--- config.mk ---
export PLATFORM = sky130hd
export DESIGN_NAME = mask_prio_intc
export DESIGN_NICKNAME = d
export VERILOG_FILES = /design/src/rtl/intc_pkg.sv /design/src/rtl/intc_pending.sv /design/src/rtl/intc_select.sv /design/src/rtl/intc_mask_stack.sv /design/src/rtl/mask_prio_intc.sv
export SDC_FILE = /design/constraint.sdc
export NUM_CORES = 1
export LEC_CHECK = 0
export ABC_CLOCK_PERIOD_IN_PS = 3050
export CORE_ASPECT_RATIO = 0.75
export CORE_MARGIN = 1
export CORE_UTILIZATION = 54
export DETAILED_ROUTE_END_ITERATION = 10
export PLACE_DENSITY_LB_ADDON = 0.08
export SETUP_SLACK_MARGIN = 0.05
export SLEW_MARGIN = 25
export SYNTH_ARGS = -nofsm -noshare
export SYNTH_HDL_FRONTEND = slang
export SYNTH_HIERARCHICAL = 1
export SYNTH_SLANG_ARGS = --single-unit
export TNS_END_PERCENT = 100
--- constraint.sdc ---
create_clock -name clk -period 3.05 [get_ports clk]
set_input_delay 0.61 -clock clk [delete_from_list [all_inputs] [get_ports clk]]
set_output_delay 0.61 -clock clk [all_outputs]
set_load 0.005 [all_outputs]
--- src/rtl/intc_pkg.sv ---
package intc_pkg;
  // Index of the lowest set bit; 0 when no bit is set.
  function automatic int unsigned lowest_set(input logic [31:0] v);
    int unsigned r;
    r = 0;
    for (int i = 31; i >= 0; i--) begin
      if (v[i]) r = i;
    end
    return r;
  endfunction

  // Base plus source number scaled by the entry spacing.
  function automatic logic [31:0] vec_addr(input logic [31:0] base,
                                           input logic [31:0] idx,
                                           input int unsigned sh);
    return base + (idx << sh);
  endfunction
endpackage

--- src/rtl/intc_pending.sv ---
module intc_pending #(
  parameter int NSRC  = 16,
  parameter int IDX_W = 4
) (
  input  logic             clk,
  input  logic             rst_n,
  input  logic [NSRC-1:0]  raise,
  input  logic             clr_en,
  input  logic [IDX_W-1:0] clr_idx,
  output logic [NSRC-1:0]  pend
);
  logic [NSRC-1:0] clr_mask;

  always_comb begin
    clr_mask = '0;
    if (clr_en) clr_mask[clr_idx] = 1'b1;
  end

  always_ff @(posedge clk) begin
    if (!rst_n) pend <= '0;
    else        pend <= (pend & ~clr_mask) | raise;
  end
endmodule

--- src/rtl/intc_select.sv ---
module intc_select #(
  parameter int NSRC  = 16,
  parameter int IDX_W = 4,
  parameter int AW    = 16,
  parameter int SH    = 2
) (
  input  logic [NSRC-1:0]  pend,
  input  logic [NSRC-1:0]  mask,
  input  logic [AW-1:0]    base,
  output logic             req,
  output logic [IDX_W-1:0] win_idx,
  output logic [AW-1:0]    vec
);
  logic [NSRC-1:0] elig;
  logic [31:0]     elig32;
  logic [31:0]     vec32;

  assign elig    = pend & ~mask;
  assign elig32  = 32'(elig);
  assign req     = |elig;
  assign win_idx = IDX_W'(intc_pkg::lowest_set(elig32));
  assign vec32   = intc_pkg::vec_addr(32'(base), 32'(win_idx), SH);
  assign vec     = vec32[AW-1:0];
endmodule

--- src/rtl/intc_mask_stack.sv ---
module intc_mask_stack #(
  parameter int NSRC  = 16,
  parameter int DEPTH = 4
) (
  input  logic            clk,
  input  logic            rst_n,
  input  logic            push,
  input  logic [NSRC-1:0] new_mask,
  input  logic            pop_req,
  input  logic            sw_we,
  input  logic [NSRC-1:0] sw_val,
  output logic [NSRC-1:0] mask,
  output logic [NSRC-1:0] top,
  output logic [$clog2(DEPTH+1)-1:0] depth,
  output logic            pop_fire,
  output logic            ovf_err
);
  localparam int CNT_W = $clog2(DEPTH + 1);
  localparam int PTR_W = (DEPTH > 1) ? $clog2(DEPTH) : 1;

  logic [NSRC-1:0]  stk [DEPTH];
  logic [CNT_W-1:0] cnt;
  logic             full;
  logic [PTR_W-1:0] wr_ptr;
  logic [PTR_W-1:0] rd_ptr;

  assign full     = (cnt == CNT_W'(DEPTH));
  assign wr_ptr   = PTR_W'(cnt);
  assign rd_ptr   = PTR_W'(cnt - 1'b1);
  assign pop_fire = pop_req && !push && (cnt != '0);
  assign top      = (cnt != '0) ? stk[rd_ptr] : mask;
  assign depth    = cnt;

  always_ff @(posedge clk) begin
    if (!rst_n) begin
      mask    <= '0;
      cnt     <= '0;
      ovf_err <= 1'b0;
      for (int i = 0; i < DEPTH; i++) stk[i] <= '0;
    end else if (push) begin
      mask <= new_mask;
      if (full) begin
        ovf_err <= 1'b1;
      end else begin
        stk[wr_ptr] <= mask;
        cnt         <= cnt + 1'b1;
      end
    end else if (pop_req) begin
      if (cnt != '0) begin
        mask <= stk[rd_ptr];
        cnt  <= cnt - 1'b1;
      end
    end else if (sw_we) begin
      mask <= sw_val;
    end
  end
endmodule

--- src/rtl/mask_prio_intc.sv ---
module mask_prio_intc #(
  parameter int NSRC        = 16,
  parameter int AW          = 16,
  parameter int STACK_DEPTH = 4,
  parameter int VEC_SHIFT   = 2,
  parameter int CFG_AW      = $clog2(NSRC + 2),
  parameter int DW          = (NSRC > AW) ? NSRC : AW
) (
  input  logic              clk,
  input  logic              rst_n,
  input  logic [NSRC-1:0]   irq_src,
  input  logic              cfg_we,
  input  logic [CFG_AW-1:0] cfg_addr,
  input  logic [DW-1:0]     cfg_wdata,
  input  logic              int_ack,
  input  logic              eoi,
  output logic              int_req,
  output logic [AW-1:0]     int_vec,
  output logic [NSRC-1:0]   mask_q,
  output logic              stack_err
);
  localparam int IDX_W     = (NSRC > 1) ? $clog2(NSRC) : 1;
  localparam int CNT_W     = $clog2(STACK_DEPTH + 1);
  localparam int BASE_ADDR = NSRC;
  localparam int MASK_ADDR = NSRC + 1;

  logic [NSRC-1:0]  mword [NSRC];
  logic [AW-1:0]    base_q;
  logic [NSRC-1:0]  pend;
  logic [IDX_W-1:0] win_idx;
  logic             ack_fire;
  logic             pop_fire;
  logic [NSRC-1:0]  word_sel;
  logic [NSRC-1:0]  stack_top;
  logic [CNT_W-1:0] depth;
  logic             mask_wr;

  assign ack_fire = int_ack && int_req;
  assign word_sel = mword[win_idx];
  assign mask_wr  = cfg_we && (cfg_addr == CFG_AW'(MASK_ADDR)) && !int_ack && !eoi;

  // Configuration storage: one mask word per source, plus the vector base.
  always_ff @(posedge clk) begin
    if (!rst_n) begin
      base_q <= '0;
      for (int i = 0; i < NSRC; i++) mword[i] <= '0;
    end else if (cfg_we) begin
      if (cfg_addr == CFG_AW'(BASE_ADDR)) base_q <= cfg_wdata[AW-1:0];
      for (int i = 0; i < NSRC; i++) begin
        if (cfg_addr == CFG_AW'(i)) mword[i] <= cfg_wdata[NSRC-1:0];
      end
    end
  end

  intc_pending #(.NSRC(NSRC), .IDX_W(IDX_W)) u_pend (
    .clk(clk), .rst_n(rst_n), .raise(irq_src),
    .clr_en(ack_fire), .clr_idx(win_idx), .pend(pend)
  );

  intc_select #(.NSRC(NSRC), .IDX_W(IDX_W), .AW(AW), .SH(VEC_SHIFT)) u_sel (
    .pend(pend), .mask(mask_q), .base(base_q),
    .req(int_req), .win_idx(win_idx), .vec(int_vec)
  );

  intc_mask_stack #(.NSRC(NSRC), .DEPTH(STACK_DEPTH)) u_stk (
    .clk(clk), .rst_n(rst_n), .push(ack_fire), .new_mask(word_sel),
    .pop_req(eoi), .sw_we(mask_wr), .sw_val(cfg_wdata[NSRC-1:0]),
    .mask(mask_q), .top(stack_top), .depth(depth),
    .pop_fire(pop_fire), .ovf_err(stack_err)
  );
endmodule

* Word-level counts from Yosys, hierarchy flattened
Memory sizes are Yosys's and may differ from the RTL's. Cells that the tools add are included. Widths: inputs -> output; s select.
Storage, ports and cells: register bits 52, RAM bits 320, input bits 42, output and inout port bits 34, logic and storage cells 186, memories kept 2
Operators by class: add/sub/neg operators 3, order comparisons 2, eq/ne operators 20, muxes and demuxes 115, bitwise operators 21, reductions and logical operators 18
Memory list:
- mword | depth 16, width 16, rd ports 1, clocked after memory_dff 0, write ports 16, line mask_prio_intc.sv:27 | logic [NSRC-1:0] mword [NSRC];
- u_stk.stk | depth 4, width 16, rd ports 1, clocked after memory_dff 0, write ports 4, line intc_mask_stack.sv:21 | logic [NSRC-1:0] stk [DEPTH];
Operators with widths (number):
- $mux 16 | 22
- $mux 1 | 71
- $mux 4 | 16
- $eq 5x4->1 const B | 8
- $and 16x16->16 | 2
- $not 16->16 | 2
- $reduce_or 16->1 | 2
- $eq 5x3->1 const B | 4
- $add 16x6->16 | 1
- $or 1x1->1 | 16
- $or 16x16->16 | 1
- $mux 3 | 4
- $eq 5x2->1 const B | 2
- $eq 5x5->1 const B | 2
- $reduce_and 2->1 | 3
- $reduce_bool 3->1 | 2
- $eq 5x1->1 const B | 1
- $logic_and 1x1->1 | 5
- $logic_not 5->1 | 1
- $lt 4x5->1 const B | 1
- $demux 1 s4 | 1
- $ge 4x1->1 const B | 1
- $reduce_bool 2->1 | 2
- $add 3x1->3 const B | 1
- 7 further kinds | 8

* Longest topological paths before layout
word-level depth 26, gate-level depth with buffers 13, gate-level depth less buffers 13

* Cells and area by module
Netlist, hierarchy kept.
By module, submodules not included:
- mask_prio_intc | times used 1, cells an instance 731, area each 11387.2 um^2, sequential area each 8007.7 um^2
- intc_mask_stack | times used 1, cells an instance 391, area each 4261.6 um^2, sequential area each 2322.2 um^2
- intc_select | times used 1, cells an instance 94, area each 654.4 um^2, sequential area each 0.0 um^2
- intc_pending | times used 1, cells an instance 72, area each 640.6 um^2, sequential area each 320.3 um^2

* Worst setup path before layout
OpenSTA, ideal clock, no wires.
path kind flip-flop to output port, from reg u_stk.mask[14], to out int_vec[10], arrival 2743 ps, data required time 2440 ps, slack -303 ps, cell stages (with the launch flop) 14, buffers on the path 0, cells stage by stage dfxtp_1 nand2b_1 a31oi_1 o21ai_0 a211oi_1 o22ai_1 ha_1 inv_1 fa_1 inv_1 a21o_1 a21oi_2 nor3_1 xor2_1
Between the ends: cells in the longest elaborated chain, start to end 18
Ends and longest elaborated chain:
- start, declared | line intc_mask_stack.sv:12 | output logic [NSRC-1:0] mask,
- start signal, assigned | line intc_mask_stack.sv:41 | mask <= new_mask;
- start signal, assigned | line intc_mask_stack.sv:50 | mask <= stk[rd_ptr];
- start signal, assigned | line intc_mask_stack.sv:54 | mask <= sw_val;
- $not 16->16 | line intc_select.sv:18 | assign elig = pend & ~mask;
- $and 16x16->16 | line intc_select.sv:18
- $mux 4 (15 in series) | line intc_pkg.sv:7 | if (v[i]) r = i;
- named net win_idx[0] | line mask_prio_intc.sv:30 | logic [IDX_W-1:0] win_idx;
- $add 16x6->16 | line intc_pkg.sv:16 | return base + (idx << sh);
- end, declared | line mask_prio_intc.sv:18 | output logic [AW-1:0] int_vec,
The timed path passes the listed nets, and every way through them passes these cells.

* Worst setup path in the final report
from reg u_stk.mask[14], to out int_vec[7]
The elaborated chain is that of the path after synthesis.

==> flow_summary.ini <==
[outcome]
status = finished, violations left
violations = negative setup slack

[grt]
grt_overflow = 0
antenna_found_initial = 0
grtUsageTotal_pct = 30.71
grt_max_degree = 91
grt_pass1_vias = 11060
grt_pass1_wl_mm = 70.51

[routing]
route.detailed.drc = 0
dr.pass1.iters = 5
vias_per_cell = 6.209
route.detailed.wl_per_inst_um = 25.95
drtIter0Drc = 1335
routed_wl_mm = 48.71
via_count = 11650
ant_nets = 0

[setup_path]
reg2reg_from = u_stk/mask[14]
crit_arrival_ps = 3120
cp-end-kind = primary output
critPathLaunchType = register
timing.rr.end = u_stk/mask[4]
cp-startpoint = u_stk/mask[14]
worstPathCellList = nand2b_4 > buf_6 > a211oi_4 > o21ai_2 > a211oi_2 > o31a_2 > ha_4 > a211oi_4 > nor2_2 > buf_4 > buf_6 > o21ai_2 > xnor2_1 > buf_2
crit_family = compound AO/OA/AOI/OAI gates
cp.required_ps = 2440
critPathSlowestCell = dfxtp_2
ff2ff_setup_slack_ps = 20
worst-path-buf-inv = 4
cp_max_fo = 2
ff2ff_path_depth = 15
criticalPathCategory = register to primary output
max_stage_delay_ps = 330

[pwr]
power_density_nw_per_um2 = 756.5
power_leakage_nw = 7.587
power_switching_mw = 4.908
irDropWorstVdd_mv = 0.3939
p_int_mw = 10.95
clkPwrFrac_pct = 27.6
power_frac_seq_pct = 39.0
sw_frac_of_total_pct = 30.95
p_comb_share_pct = 33.4

[placed_design]
gp_congestion = 0.9119
port_buffers = 75
place_ws_ps = -584.9
place_hpwl_mm = 30.55

[min_path]
min-delay-start = base_q[0]
hold_depth = 2
whs_endpoint = base_q[0]
hold_class = register to register

[clock_tree]
cts.sinks = 372
cts_inserted_buffers = 38
cts_tree = done
clock_path_buffers = 3
cts_max_level = 2
clockRootBuffer = clkbuf_16
clock_latency_ps = 540
cts.clk_slew.worst_paths_ps = 60

[floorplan]
die_h_um = 155.1
core-area_um2 = 30420
initial_utilization_pct = 55.49
fp.dieArea_um2 = 31980
die_width_um = 206.1
rows = 55
io_pins = 76

[finish]
nNetsFinal = 1501
layout-drive-gt1-share_pct = 29.93
syn2layout_area_growth_pct = 24.18

[sta]
drv_slew = 0
rsz0062_at_grt = yes
fin_hold_ws_ps = 493.6
tightestPinTransition_ps = 675.0
slew-limit-headroom_pct = 54.89
fmax_mhz = 268.1
setup_viol = 13
setup_slack_ps = -680.5
finalClockSkew_ps = 18.53
hold_violations = 0
min_period_over_period_pct = 122.3
fin_crit_ps = 3731

[synthesis]
avgSynthCellArea_um2 = 13.28
synth_cells = 1271
ys.warnings.count = 6
syn_area_um2 = 16880
syn_nets = 1321

[flow_run]
maxCapViolations = 0
## flip-flops by register name, indices dropped and copies added (netlist names)
name	count
u_pend/pend	16
u_stk/depth	3
u_stk/mask	16
u_stk/ovf_err	1
u_stk/stk	64
base_q	16
mword	256
## worst reg2reg max path: stages (launching register included)
cell and delay [ps]:
dfxtp_2 330, nand2b_4 160, buf_6 130, a211oi_4 220
o21ai_2 80, a211oi_2 270, o31a_2 210, buf_4 140
buf_12 180, buf_12 180, mux4_2 360, a22oi_2 190
nand2_1 110, nand2_1 90, a21oi_1 60, o21bai_4 200
## layout make-up
cell class / count / area [um^2]
Multi-Input combinational cell: 760 / 6132
Clock inverter: 12 / 97.59
Tap cell: 399 / 499.2
Inverter: 51 / 191.4
Antenna cell: 1 / 2.502
Sequential cell: 372 / 10660
Fill cell: 2166 / 9457
Clock buffer: 54 / 1041
Timing Repair Buffer: 228 / 2332
## worst max-delay path by stage
| stage | endpoint | slack [ps] | cells after the start |
|---|---|---|---|
| floorplan | u_stk/stk[2][0] | -160 | 10 |
| global placement | int_vec[6] | -620 | 15 |
| detailed placement | int_vec[6] | -580 | 15 |
| CTS | int_vec[10] | -640 | 14 |
| global route | int_vec[15] | -790 | 16 |
| finish | int_vec[7] | -680 | 14 |
## cell usage in the layout (no fill, tap or decap), types with 9 or more instances in the layout
master / n
nand3_1: 21
o21ai_0: 45
buf_16: 9
buf_6: 15
a22oi_2: 22
mux4_2: 61
nor2_1: 181
clkbuf_16: 41
buf_2: 14
a22oi_1: 10
a21oi_1: 10
buf_4: 109
inv_1: 48
o21ai_2: 10
nor2b_1: 14
mux2_2: 31
clkbuf_1: 13
a211oi_1: 12
a21boi_0: 14
and2_1: 68
a31oi_1: 14
or3_1: 16
o21ai_1: 9
o22ai_1: 22
nand2_2: 13
buf_12: 17
edfxtp_1: 320
nand2_1: 53
a21oi_2: 11
dfxtp_1: 45
clkdlybuf4s50_1: 59
## routing by layer
metal	routed length, um	GRT usage [%]
met3	5990	8.085
met2	20890	42.57
met4	1173	8.859
met5	0	0
met1	20650	47.45
## per-stage QoR
stage          utilization, %  setup TNS (ps)  power, mW  instances  cell area, um^2
2_1_floorplan               -           -5195      8.837       1271            16900
3_3_place_gp            61.55          -10370      10.32       1773            18720
3_5_place_dp            61.57           -9822      10.38       1773            18730
4_1_cts                 67.64           -7490      15.43       1862            20570
5_1_grt                 68.90           -9050      16.37       1876            20960
6_report                68.91           -7493      15.86       1877            20960
## power by group through the flow
stage	logic, mW	clock network (mW)	registers [mW]
3_3_place_gp	4.08	0	6.24
4_1_cts	4.84	4.42	6.17
6_report	5.29	4.38	6.18
5_1_grt	5.53	4.62	6.22
3_5_place_dp	4.11	0	6.27
2_1_floorplan	2.59	0	6.25
## timing repair
action,CTS,global route
pin swaps,45,38
cloned,7,4
endpoints found under the setup margin,37,96
hold buffers,0,0
setup buffers,16,11
gates resized for setup,153,68
Note: power is estimated with default switching activity, not from simulation.
